==> config.mk <==
export PLATFORM = sky130hd
export DESIGN_NAME = tce_encoder
export DESIGN_NICKNAME = d
export VERILOG_FILES = /design/src/rtl/tce_pkg.sv /design/src/rtl/tce_rsc_step.sv /design/src/rtl/tce_circ_solve.sv /design/src/rtl/tce_pair_buf.sv /design/src/rtl/tce_encoder.sv
export SDC_FILE = /design/constraint.sdc
export NUM_CORES = 1
export LEC_CHECK = 0
export BUFFER_PORTS_ARGS = -buffer_cell sky130_fd_sc_hd__buf_2
export CAP_MARGIN = 15
export CORE_AREA = 4 4 141 143
export CTS_CLUSTER_SIZE = 20
export DETAILED_ROUTE_END_ITERATION = 6
export DIE_AREA = 0 0 145 147
export SYNTH_ARGS = -nofsm -noshare
export SYNTH_HDL_FRONTEND = slang
export SYNTH_SLANG_ARGS = --single-unit
==> constraint.sdc <==
create_clock -name clk -period 5.8 [get_ports clk]
set_input_delay 0.29 -clock clk [delete_from_list [all_inputs] [get_ports clk]]
set_output_delay 0.29 -clock clk [all_outputs]
set_load 0.02 [all_outputs]
==> src/rtl/tce_pkg.sv <==
package tce_pkg;

    typedef enum logic [1:0] {
        MODE_BIN3_A = 2'd0,
        MODE_BIN3_B = 2'd1,
        MODE_BIN5   = 2'd2,
        MODE_DUO    = 2'd3
    } tce_mode_e;

    typedef enum logic [2:0] {
        S_IDLE     = 3'd0,
        S_BIN_RUN  = 3'd1,
        S_BIN_TAIL = 3'd2,
        S_DUO_LOAD = 3'd3,
        S_DUO_EMIT = 3'd4,
        S_DUO_FAIL = 3'd5
    } tce_state_e;

    localparam int TRELLIS_BITS = 3;
    localparam int TAIL_STEPS   = 3;

endpackage

==> src/rtl/tce_rsc_step.sv <==
module tce_rsc_step
    import tce_pkg::*;
(
    input  logic                    duo,
    input  logic                    flush,
    input  logic [TRELLIS_BITS-1:0] st,
    input  logic                    a,
    input  logic                    b,
    output logic [TRELLIS_BITS-1:0] nxt,
    output logic                    sym,
    output logic                    p0,
    output logic                    p1
);
    logic fb_bin;
    logic u_bin;
    logic w_bin;
    logic w_duo;

    always_comb begin
        fb_bin = st[1] ^ st[2];
        u_bin  = flush ? fb_bin : a;
        w_bin  = u_bin ^ fb_bin;
        w_duo  = a ^ b ^ st[0] ^ st[2];
        if (duo) begin
            nxt = {st[1] ^ b, st[0] ^ b, w_duo};
            sym = a;
            p0  = w_duo ^ st[1] ^ st[2];
            p1  = w_duo ^ st[2];
        end else begin
            nxt = {st[1], st[0], w_bin};
            sym = u_bin;
            p0  = w_bin ^ st[0] ^ st[2];
            p1  = w_bin ^ st[0] ^ st[1] ^ st[2];
        end
    end
endmodule

==> src/rtl/tce_circ_solve.sv <==
module tce_circ_solve
    import tce_pkg::*;
(
    input  logic [TRELLIS_BITS-1:0] end_state,
    input  logic [2:0]              len_mod7,
    output logic [TRELLIS_BITS-1:0] circ
);
    always_comb begin
        circ = '0;
        for (int c = 0; c < 8; c++) begin
            logic [2:0] t;
            t = 3'(c);
            for (int k = 1; k < 7; k++) begin
                if (3'(k) <= len_mod7) begin
                    t = {t[1], t[0], t[0] ^ t[2]};
                end
            end
            if ((t ^ 3'(c)) == end_state) begin
                circ = 3'(c);
            end
        end
    end
endmodule

==> src/rtl/tce_pair_buf.sv <==
module tce_pair_buf #(
    parameter int DEPTH = 64,
    localparam int AW = (DEPTH > 1) ? $clog2(DEPTH) : 1
) (
    input  logic          clk,
    input  logic          wr_en,
    input  logic [AW-1:0] wr_addr,
    input  logic [1:0]    wr_data,
    input  logic [AW-1:0] rd_addr,
    output logic [1:0]    rd_data
);
    logic [1:0] mem [DEPTH];

    always_ff @(posedge clk) begin
        if (wr_en) begin
            mem[wr_addr] <= wr_data;
        end
    end

    assign rd_data = mem[rd_addr];
endmodule

==> src/rtl/tce_encoder.sv <==
module tce_encoder
    import tce_pkg::*;
#(
    parameter int MAX_PAIRS = 64
) (
    input  logic       clk,
    input  logic       rst_n,
    input  logic [1:0] cfg_mode,
    input  logic       in_valid,
    output logic       in_ready,
    input  logic [1:0] in_data,
    input  logic       in_sob,
    input  logic       in_eob,
    output logic       out_valid,
    output logic [1:0] out_sys,
    output logic [1:0] out_par,
    output logic       out_tail,
    output logic       out_last,
    output logic       out_err
);
    localparam int CW = $clog2(MAX_PAIRS + 1);
    localparam int AW = (MAX_PAIRS > 1) ? $clog2(MAX_PAIRS) : 1;

    tce_state_e state_q, state_d;
    tce_mode_e  mode_q, mode_cur;
    logic [TRELLIS_BITS-1:0] st_q, core_st, core_nxt, circ, circ_q;
    logic [CW-1:0] cnt_q, idx_q, cnt_base, cnt_nx;
    logic [2:0]    mod_q, mod_base, mod_nx;
    logic          ovf_q, ovf_base, ovf_nx;
    logic [1:0]    tcnt_q;
    logic          fire, take, duo_cur, store, duo_bad, emitting, emit_done;
    logic          core_a, core_b, core_sym, core_p0, core_p1;
    logic [1:0]    rd_pair;

    assign in_ready  = (state_q == S_IDLE) || (state_q == S_BIN_RUN) || (state_q == S_DUO_LOAD);
    assign fire      = in_valid && in_ready;
    assign take      = fire && ((state_q != S_IDLE) || in_sob);
    assign mode_cur  = (state_q == S_IDLE) ? tce_mode_e'(cfg_mode) : mode_q;
    assign duo_cur   = (mode_cur == MODE_DUO);
    assign emitting  = (state_q == S_DUO_EMIT);
    assign emit_done = emitting && (idx_q == cnt_q - CW'(1));

    assign cnt_base = (state_q == S_IDLE) ? '0 : cnt_q;
    assign mod_base = (state_q == S_IDLE) ? '0 : mod_q;
    assign ovf_base = (state_q == S_IDLE) ? 1'b0 : ovf_q;
    assign store    = take && duo_cur && (cnt_base < CW'(MAX_PAIRS));
    assign cnt_nx   = store ? cnt_base + CW'(1) : cnt_base;
    assign mod_nx   = (mod_base == 3'd6) ? 3'd0 : mod_base + 3'd1;
    assign ovf_nx   = ovf_base || (take && duo_cur && (cnt_base == CW'(MAX_PAIRS)));
    assign duo_bad  = ovf_nx || (mod_nx == 3'd0);

    assign core_st = (state_q == S_IDLE) ? '0 : st_q;
    assign core_a  = emitting ? rd_pair[0] : in_data[0];
    assign core_b  = emitting ? rd_pair[1] : in_data[1];

    tce_rsc_step u_step (
        .duo   (duo_cur),
        .flush (state_q == S_BIN_TAIL),
        .st    (core_st),
        .a     (core_a),
        .b     (core_b),
        .nxt   (core_nxt),
        .sym   (core_sym),
        .p0    (core_p0),
        .p1    (core_p1)
    );

    tce_circ_solve u_circ (
        .end_state (core_nxt),
        .len_mod7  (mod_nx),
        .circ      (circ)
    );

    tce_pair_buf #(.DEPTH(MAX_PAIRS)) u_buf (
        .clk     (clk),
        .wr_en   (store),
        .wr_addr (cnt_base[AW-1:0]),
        .wr_data (in_data),
        .rd_addr (idx_q[AW-1:0]),
        .rd_data (rd_pair)
    );

    // next-state logic
    always_comb begin
        state_d = state_q;
        unique case (state_q)
            S_IDLE: begin
                if (take) begin
                    if (duo_cur) state_d = !in_eob ? S_DUO_LOAD : (duo_bad ? S_IDLE : S_DUO_EMIT);
                    else         state_d = in_eob ? S_BIN_TAIL : S_BIN_RUN;
                end
            end
            S_BIN_RUN:  if (take && in_eob) state_d = S_BIN_TAIL;
            S_BIN_TAIL: if (tcnt_q == 2'(TAIL_STEPS - 1)) state_d = S_IDLE;
            S_DUO_LOAD: if (take && in_eob) state_d = duo_bad ? S_IDLE : S_DUO_EMIT;
            S_DUO_EMIT: if (emit_done) state_d = S_IDLE;
            S_DUO_FAIL: state_d = S_IDLE;
            default:    state_d = S_IDLE;
        endcase
    end

    // state register
    always_ff @(posedge clk or negedge rst_n) begin
        if (!rst_n) state_q <= S_IDLE;
        else        state_q <= state_d;
    end

    // trellis, counters and buffer bookkeeping
    always_ff @(posedge clk or negedge rst_n) begin
        if (!rst_n) begin
            mode_q <= MODE_BIN3_A;
            st_q   <= '0;
            circ_q <= '0;
            cnt_q  <= '0;
            mod_q  <= '0;
            ovf_q  <= 1'b0;
            idx_q  <= '0;
            tcnt_q <= '0;
        end else begin
            if (state_q == S_IDLE && take) mode_q <= mode_cur;
            if (take && duo_cur) begin
                cnt_q <= cnt_nx;
                mod_q <= mod_nx;
                ovf_q <= ovf_nx;
            end
            if (state_d == S_DUO_EMIT && !emitting) begin
                st_q   <= circ;
                circ_q <= circ;
                idx_q  <= '0;
            end else if (take || state_q == S_BIN_TAIL || emitting) begin
                st_q <= core_nxt;
                if (emitting) idx_q <= idx_q + CW'(1);
            end
            if (state_q == S_BIN_TAIL) tcnt_q <= tcnt_q + 2'd1;
            else                       tcnt_q <= '0;
        end
    end

    // output register
    always_ff @(posedge clk or negedge rst_n) begin
        if (!rst_n) begin
            out_valid <= 1'b0;
            out_sys   <= '0;
            out_par   <= '0;
            out_tail  <= 1'b0;
            out_last  <= 1'b0;
            out_err   <= 1'b0;
        end else begin
            out_valid <= 1'b0;
            out_sys   <= '0;
            out_par   <= '0;
            out_tail  <= 1'b0;
            out_last  <= 1'b0;
            out_err   <= 1'b0;
            if (take && !duo_cur) begin
                out_valid <= 1'b1;
                out_sys   <= {1'b0, core_sym};
                out_par   <= {(mode_cur == MODE_BIN5) & core_p1, core_p0};
            end else if (state_q == S_BIN_TAIL) begin
                out_valid <= 1'b1;
                out_sys   <= {1'b0, core_sym};
                out_par   <= {(mode_q == MODE_BIN5) & core_p1, core_p0};
                out_tail  <= 1'b1;
                out_last  <= (tcnt_q == 2'(TAIL_STEPS - 1));
            end else if (take && duo_cur && in_eob && duo_bad) begin
                out_valid <= 1'b1;
                out_err   <= 1'b1;
                out_last  <= 1'b1;
            end else if (emitting) begin
                out_valid <= 1'b1;
                out_sys   <= rd_pair;
                out_par   <= {core_p1, core_p0};
                out_last  <= emit_done;
            end
        end
    end

    assert_mode_hold_R2: assert property (@(posedge clk) disable iff (!rst_n)
        !$stable(mode_q) |-> $past(state_q) == S_IDLE);

    assert_bin_sys_R3: assert property (@(posedge clk) disable iff (!rst_n)
        (take && !duo_cur) |=> (out_valid && !out_tail && out_sys[0] == $past(in_data[0])));

    assert_rate5_R4: assert property (@(posedge clk) disable iff (!rst_n)
        (out_valid && mode_q == MODE_BIN5) |-> ((out_par[0] ^ out_par[1]) == $past(core_st[1])));

    assert_tail_run_R5: assert property (@(posedge clk) disable iff (!rst_n)
        (out_valid && out_tail && !out_last) |=> (out_valid && out_tail));

    assert_tail_zero_R5: assert property (@(posedge clk) disable iff (!rst_n)
        (out_valid && out_tail && out_last) |-> (st_q == '0));

    assert_circular_R7: assert property (@(posedge clk) disable iff (!rst_n)
        (out_valid && out_last && !out_err && !out_tail && mode_q == MODE_DUO) |-> (st_q == circ_q));

    assert_err_single_R8: assert property (@(posedge clk) disable iff (!rst_n)
        out_err |=> !out_valid);
endmodule

# Word level (Yosys, flattened, before mapping)
# Memories as Yosys holds them, arrays and structs flattened.
# Index checks and enable logic that the tools add are counted.
# totals
wordCells	233
output_inout_bits	9
inputBits	9
ff_bits	36
mem_count	1
ram_bits	128
# op_classes
n_mux	102
add_sub_neg	5
reduce_logical	27
order_cmp	7
n_bitwise	58
n_eq_ne	19
# mem_list
memory	words	word_bits	read_ports	rd_ports_with_merged_regs	write_ports	line	rtl
u_buf.mem	64	2	1	0	1	tce_pair_buf.sv:12	logic [1:0] mem [DEPTH];
# ops
cell	n
3-bit two-way mux	56
1-bit bitwise XOR	45
7-bit two-way mux	5
2-bit two-way mux	16
1-bit two-way mux	24
3-bit equality test	7
3-bit case mux with 5 select lines	1
7-bit by 1-bit adder with 7-bit output, second input constant	2
1-bit logical AND	12
3-bit equality test, second input constant	3
3-bit <= comparator, first input constant	3
2-bit equality test, second input constant	4
7-bit equality test	1
7-bit equality test, second input constant	1
1-bit logical OR	7
7-bit less-than comparator, second input constant	1
7-bit by 1-bit subtractor with 7-bit output, second input constant	1
3-bit by 2-bit equality test with 1-bit output, second input constant	2
2-bit by 3-bit <= comparator with 1-bit output, first input constant	2
3-bit logical NOT	2
2-bit inverter	3
2-bit nonzero test	2
1-bit bitwise XOR, second input constant	4
3-bit by 1-bit adder with 3-bit output, second input constant	1
other kinds (9)	13

# Longest topological paths before layout
# Gate-level depths: netlist of run 1.
# logic_depth
ltp_word	26
depth_mapped	20

# Modules after synthesis
# A second synthesis of run 1 with hierarchy kept.
# unflattened
cells_unflattened	802
area_unflattened_um2	9112.5
# by_module_without_submodules
module	seq_area_each_um2	n_inst	cells_per_inst	area_each_um2
tce_pair_buf	3843.7	1	322	5357.6
tce_encoder	900.9	1	232	2143.3
tce_circ_solve	0.0	1	222	1425.1
tce_rsc_step	0.0	1	26	186.4

# Worst setup path after synthesis of run 1
# Ideal clock, no wire load.
# synth_path
path_type	reg-to-reg
from	reg state_q[0]
to	reg st_q[0]
setup_time_ps	129
stages_incl_launch_ff	21
arrival_time_ps	4156
n_path_buf	5
setup_slack_ps	1515
cell_sequence	dfrtp_1 clkbuf_1 or3_1 buf_2 buf_1 clkbuf_1 nand3_1 inv_1 ha_1 clkbuf_1 inv_1 a211oi_1 nand2_1 a21boi_0 o21ai_0 a22oi_1 xor2_1 mux2i_1 o211a_1 o311ai_1 a21oi_1
# synth_via
elab_chain_cells	25
word_cells_on_any_way	159
# synth_lines
element	line	rtl
start: declaration	tce_encoder.sv:24	tce_state_e state_q, state_d;
start signal: assignment	tce_encoder.sv:105	else state_q <= state_d;
3-bit logical NOT	-	
3-bit two-way mux	tce_encoder.sv:44	assign mod_base = (state_q == S_IDLE) ? '0 : mod_q;
3-bit by 1-bit adder with 3-bit output or 3-bit equality test (tied branches)	tce_encoder.sv:48	assign mod_nx = (mod_base == 3'd6) ? 3'd0 : mod_base + 3'd1;
3-bit two-way mux	tce_encoder.sv:48	
1-bit by 3-bit <= comparator with 1-bit output	tce_circ_solve.sv:14	if (3'(k) <= len_mod7) begin
2-bit two-way mux	tce_circ_solve.sv:14	
3-bit two-way mux	tce_circ_solve.sv:14	
1-bit bitwise XOR	tce_circ_solve.sv:15	t = {t[1], t[0], t[0] ^ t[2]};
[... 5 more ...]	-	
1-bit bitwise XOR	tce_circ_solve.sv:15	
3-bit two-way mux	tce_circ_solve.sv:14	
1-bit inverter (no line)	-	
3-bit equality test	tce_circ_solve.sv:18	if ((t ^ 3'(c)) == end_state) begin
1-bit two-way mux	tce_circ_solve.sv:18	
2-bit two-way mux (2 in series)	tce_circ_solve.sv:18	
3-bit two-way mux (4 in series)	tce_circ_solve.sv:18	
3-bit two-way mux	tce_encoder.sv:126	if (state_d == S_DUO_EMIT && !emitting) begin
end signal: assignment	tce_encoder.sv:127	st_q <= circ;
end signal: assignment	tce_encoder.sv:131	st_q <= core_nxt;
end: declaration	tce_encoder.sv:26	logic [TRELLIS_BITS-1:0] st_q, core_st, core_nxt, circ, circ_q;
# Several ways; a longest one is shown, not always the timed one. The select of a mux whose other input is x is not followed.
# A chain may end at the register's enable or synchronous reset.

# Worst setup path after layout of run 1
# Ends and elaborated chain as after synthesis.

==> results of run 1 <==
## metal layers
metal | GRT usage | share of wire | up-vias
met5 | 0 | 0 | -
met4 | 0.04086 | 0.0085 | 0
met3 | 0.03516 | 0.052 | 15
met2 | 0.3077 | 0.47 | 194
met1 | 0.2808 | 0.47 | 2875
li1 | - | - | 2739
## area by class of cell
class                           count  share of cell area
Clock buffer                       20             0.04615
Multi-Input combinational cell    507              0.3829
Clock inverter                     12             0.01375
Tap cell                          234             0.03094
Timing Repair Buffer               28             0.01798
Sequential cell                   164              0.5015
Inverter                           17            0.006743
## cell families (layout without fill, tap and decap cells)
| kind of cell | count (synthesis) | in the layout | share of synthesized area |
|---|---|---|---|
| and+or+nand+nor | 247 | 247 | 0.1308 |
| DFF | 164 | 164 | 0.5473 |
| AOI/OAI and AO/OA | 140 | 140 | 0.1100 |
| buffers and inverters | 64 | 77 | 0.03536 |
| muxes | 62 | 62 | 0.1110 |
| xor gates and xnor gates | 49 | 49 | 0.05268 |
| adders and majority gates | 9 | 9 | 0.01299 |
## registers in the layout, summed over array words and instances (netlist names)
name / cells
out_last: 1
ovf_q: 1
out_err: 1
mod_q: 3
idx_q: 7
out_valid: 1
out_sys: 2
state_q: 3
out_par: 2
tcnt_q: 2
out_tail: 1
cnt_q: 7
u_buf.mem: 128
mode_q: 2
st_q: 3
## worst min path at each step
stage,startpoint,end,slack [ns],cells past startpoint
finish,in_valid,state_q[0],0.12,2
global route,in_valid,state_q[0],0.12,2
CTS,in_valid,state_q[0],0.1,2
detailed placement,tcnt_q[0],tcnt_q[0],0.42,1
global placement,rst_n,st_q[0],0.42,1
floorplan,rst_n,cnt_q[0],-0.006,0
## what timing repair did
action | 4_1_cts | 5_1_grt
hold endpoints to repair | 36 | 0
hold buffers | 1 | 0
buffers inserted | 0 | 0
gates resized for setup | 0 | 0
setup endpoints to repair | 0 | 0
## power groups by stage
stage	clock (mW)	combinational [mW]	sequential [mW]
CTS	1.10	2.52	1.54
global route	1.15	2.78	1.57
finish	1.09	2.54	1.55
global placement	0	2.47	1.56
floorplan	0	2.10	1.45
detailed placement	0	2.51	1.57
## cells in the mapped netlist (all sizes together), types with 3 or more instances
library cell and count:
a211oi 9, a21oi 26, a221oi 10, a31oi 8
and2 6, and3 4, buf 17, clkbuf 30
dfrtp 36, edfxtp 128, ha 9, inv 17
mux2 23, mux2i 18, mux4 21, nand2 56
nand2b 6, nand3 26, nand3b 4, nand4 6
nor2 103, nor2b 6, nor3 7, nor3b 5
o211a 3, o211ai 9, o21a 5, o21ai 40
o311ai 3, or2 6, or3 4, xnor2 27
xor2 20
## metrics by stage
step	hold slack (ns)	util	worst slack (ns)	power, mW
after floorplan	-0.005591	-	1.515	3.541
after global placement	0.4165	0.4782	1.523	4.034
after detailed placement	0.4181	0.4782	1.453	4.073
after CTS	0.09775	0.5093	1.451	5.160
after global routing	0.1180	0.5093	1.033	5.504
final	0.1177	0.5093	1.424	5.175
## worst max-delay path, cell delays in order, from the launching register on
cell	delay, ns
dfrtp_1	0.50
or3_1	0.51
nand3_1	0.21
inv_1	0.14
ha_1	0.40
inv_1	0.18
a211oi_1	0.62
nand2_1	0.16
a21boi_0	0.22
o21ai_0	0.10
a22oi_1	0.22
xor2_1	0.20
mux2i_1	0.13
o211a_1	0.24
o311ai_1	0.28
a21oi_1	0.12
==> results.cfg, run 1 <==
[grt]
grt_start_max_net_pins = 66
grt_usage = 0.1932
overflow = 0
grt_pass1_wl_um = 32100
antenna_found_initial = 0
grt_pass1_vias = 5692

[yosys]
synthDistinctLibCells = 71
async_flop_share = 0.2195
syn_inst = 735
synth_top_area_frac = 0.4434
synth_ff_type = edfxtp_1
yosys_warnings = 0
synth-seq-area-share = 0.5473
ys_top_cells_by_area = edfxtp_1 44%, dfrtp_1 10%, nor2_1 4.5%
syn_avg_cell_area_um2 = 11.80
synth_edf_count = 128
synthesis.nets = 753
syn_area_um2 = 8670
ys_ff_latch = 164
yosysTopAreaCell = edfxtp_1

[power]
pwr-share-clk = 0.210
swShare = 0.4098
pwr_density_cell_nw_per_um2 = 546.9
p_comb_frac = 0.491
p_int_mw = 3.054
p_seq_frac = 0.299
leakage_nw = 3.317
peakVddDrop_mv = 0.2575
switchingPower_mw = 2.120

[sta]
worst_pin_slew_ns = 0.9276
fin_skew_ns = 0.01497
fmaxAchievable_mhz = 228.5
final_hold_viol_count = 0
period_share = 0.7545
post-route-min-period_ns = 4.376
setup_viol = 0
rsz0062_at_grt = false
slew_violations = 0
fin_tns_setup_ns = 0
maxSlewHeadroom = 0.3816

[clock_network]
clock_sinks = 164
cts_tree = yes
clockBufferDepth = 2
root_buffer = clkbuf_16
cts-buffers-inserted = 17
clock_latency_ns = 0.43
htreeDepth = 4
clkTransAtPathRegs_ns = 0.06

[routing]
num_vias = 5823
drc = 0
routedWlPerCell_um = 20.52
drt_iter0_markers = 581
routed_wl_um = 20150
dr.pass1.iters = 6
ant_nets = 0
vias_per_cell = 5.930

[placement]
dpl_cell_area_um2 = 8886
hpwl_um = 13700
place_congestion = 0.8720
port_buffers = 17
dp.cells = 949

[layout]
areaGrowthSynthToFinish_pct = 9.150
fillCellCount = 1589
multi_input_area_um2 = 3623
layout.cell_area.non_filler_um2 = 9463
fin_cells = 982
nNetsFinal = 753
drive_above_1_share = 0.1430
regArea_um2 = 4746
diodes = 0
final_cell_mix = 128 x edfxtp_1, 103 x nor2_1, 56 x nand2_1, 35 x o21ai_0, 35 x dfrtp_1
layout_commonest_cell = edfxtp_1

[floorplan]
die_w_um = 145
die_h_um = 147
start_util = 0.4666
std_cell_rows = 50
io_pins = 18
core_um2 = 18580
dieArea_um2 = 21320

[worst_setup_path]
r2r-end = st_q[0]
startpoint = state_q[0]
rr_startpoint = state_q[0]
r2r_setup_slack_ns = 1.42
crit_type = reg -> reg
path_max_fanout = 15
arrival_ns = 4.67
required_ns = 6.10
cp-start-kind = flop
crit_path_end = st_q[0]
reg2reg_depth = 15
crit_path_end_kind = flop

[hold_path]
hold_class = in -> reg

[outcome]
status = finished, final reports clean

[run]
max_cap_violations = 0
Note: power is estimated with default switching activity, not from simulation.
==> run 2, diff against run 1 <==
==> constraint.sdc (replaced) <==
create_clock -name clk -period 4.5 [get_ports clk]
set_input_delay 0.225 -clock clk [delete_from_list [all_inputs] [get_ports clk]]
set_output_delay 0.225 -clock clk [all_outputs]
set_load 0.02 [all_outputs]
==> results.cfg, run 2 (synthesized netlist as in run 1, its figures left out) <==
[hold_path]
hold_class = in -> reg
min_from = in_valid
hold_depth = 2
hold-path-endpoint = state_q[0]

[sta]
slew_violations = 0
fin_skew_ns = 0.005914
final_hold_viol_count = 0
rsz0062_at_grt = false
setup_viol = 0
fmaxAchievable_mhz = 242.4
period_share = 0.9167
post-route-min-period_ns = 4.125
maxSlewHeadroom = 0.3528
fin_tns_setup_ns = 0
worst_pin_slew_ns = 0.9708

[grt]
grt_pass1_vias = 5953
grt_usage = 0.2000
grt_pass1_wl_um = 33340
overflow = 0
globalRouteMet3Util = 0.05182
grtUsageMet2 = 0.3092
grt_start_max_net_pins = 65
busiest_layer = met2
grt_use_met1 = 0.2865
antenna_found_initial = 0

[worst_setup_path]
slowest_stage = dfrtp_1
rr_startpoint = idx_q[2]
reg2reg_depth = 12
crit_path_end_kind = flop
slowest_delay_ns = 0.98
cp-start-kind = flop
crit_path_cell_trace = buf_4 -> mux4_1 -> mux2i_1 -> o211ai_1 -> a32oi_1 -> o21ai_2 -> xnor3_1 -> mux2i_4 -> xor2_1 -> a221oi_2 -> nor3b_1 -> o21ai_1
r2r_setup_slack_ns = 0.37
crit_type = reg -> reg
r2r-end = st_q[2]
path_max_fanout = 22
arrival_ns = 4.44
required_ns = 4.81
startpoint = idx_q[2]

[layout]
largest_reg_flops = 128
fin_cells = 987
drive_above_1_share = 0.1541
nNetsFinal = 758
layout_commonest_cell = edfxtp_1
areaGrowthSynthToFinish_pct = 9.915
diodes = 0
top_register = u_buf.mem
final_cell_mix = 128 x edfxtp_1, 103 x nor2_1, 56 x nand2_1, 35 x o21ai_0, 35 x dfrtp_1
top_regs = u_buf.mem (128), cnt_q (7), idx_q (7)

[clock_network]
clkTransAtPathRegs_ns = 0.06
root_buffer = clkbuf_16
htreeDepth = 4
clockBufferDepth = 2
cts_tree = yes
clock_latency_ns = 0.43
clock_sinks = 164
post-cts-setup-buffers = 0
cts-buffers-inserted = 17

[floorplan]
start_util = 0.4666
io_pins = 18
die_h_um = 147
dieArea_um2 = 21320
die_w_um = 145
core_um2 = 18580
std_cell_rows = 50

[routing]
routed_wl_um = 20760
dr.pass1.iters = 5
num_vias = 5985
vias_per_cell = 6.064
drt_iter0_markers = 419
ant_nets = 0
routedWlPerCell_um = 21.04
drc = 0

[power]
leakage_nw = 3.363
peakVddDrop_mv = 0.3037
pwr_density_cell_nw_per_um2 = 704.8

[placement]
hpwl_um = 14440
dp.cells = 954
port_buffers = 17
place_congestion = 0.8635

[outcome]
status = finished, final reports clean

[run]
max_cap_violations = 0
-- run 2: changes by cell type in the layout (fill, tap and decap cells not counted) --
cell | previous run | this run
clkbuf_1 | 3 | 1
buf_12 | 0 | 1
inv_8 | 1 | 2
clkinvlp_4 | 1 | 0
clkinv_1 | 3 | 1
clkinv_2 | 1 | 3
clkinv_4 | 2 | 4
buf_4 | 10 | 14
-- run 2: through the flow --
stage            util  hold slack [ns]  power, mW  instance area, um2  setup WS, ns
2_1_floorplan       -         -0.07059      4.564                8670        0.2149
3_3_place_gp   0.4809           0.3442      5.173                8936        0.5588
3_5_place_dp   0.4809           0.3783      5.256                8936        0.4671
4_1_cts        0.5129          0.02417      6.703                9529        0.4502
5_1_grt        0.5129          0.05319      7.144                9529        0.1303
6_report       0.5129          0.03574      6.716                9529        0.3750
-- run 2: report_power, final --
group	total [mW]	internal, mW	switching (mW)
clock	1.44	0.826	0.616
sequential	1.97	1.75	0.216
combinational	3.31	1.39	1.92
-- run 2: worst max-delay path by stage --
| stage | cells after the start | to |
|---|---|---|
| 5_1_grt | 15 | st_q[0] |
| 2_1_floorplan | 20 | st_q[0] |
| 6_report | 12 | st_q[2] |
| 4_1_cts | 12 | st_q[2] |
| 3_3_place_gp | 15 | st_q[0] |
| 3_5_place_dp | 12 | st_q[2] |
-- run 2: per-layer routing --
metal | wire (um) | up-vias
met5 | 0 | -
met4 | 259 | 0
met3 | 1208 | 27
met2 | 9574 | 189
met1 | 9719 | 3019
li1 | - | 2750
-- run 2: area by class of cell --
type                            instances  area, um2
Tap cell                              234      292.8
Fill cell                            1619       9051
Inverter                               17      63.81
Sequential cell                       164       4746
Multi-Input combinational cell        507       3623
Timing Repair Buffer                   33      220.2
Clock inverter                         14      153.9
Clock buffer                           18      429.2
-- run 2: worst max-delay path, delay by kind of cell, from the launching register on --
family / cells / cell delay (ns)
AO/OA/AOI/OAI: 5 / 0.95
AND/OR/NAND/NOR: 1 / 0.24
XOR/XNOR: 2 / 0.63
buffers and inverters: 1 / 0.30
multiplexers: 3 / 0.89
flip-flops: 1 / 0.98
-- run 2: repair_timing --
action,4_1_cts,5_1_grt
hold buffers,1,0
resized for setup,0,0
endpoints found under the hold margin,36,0
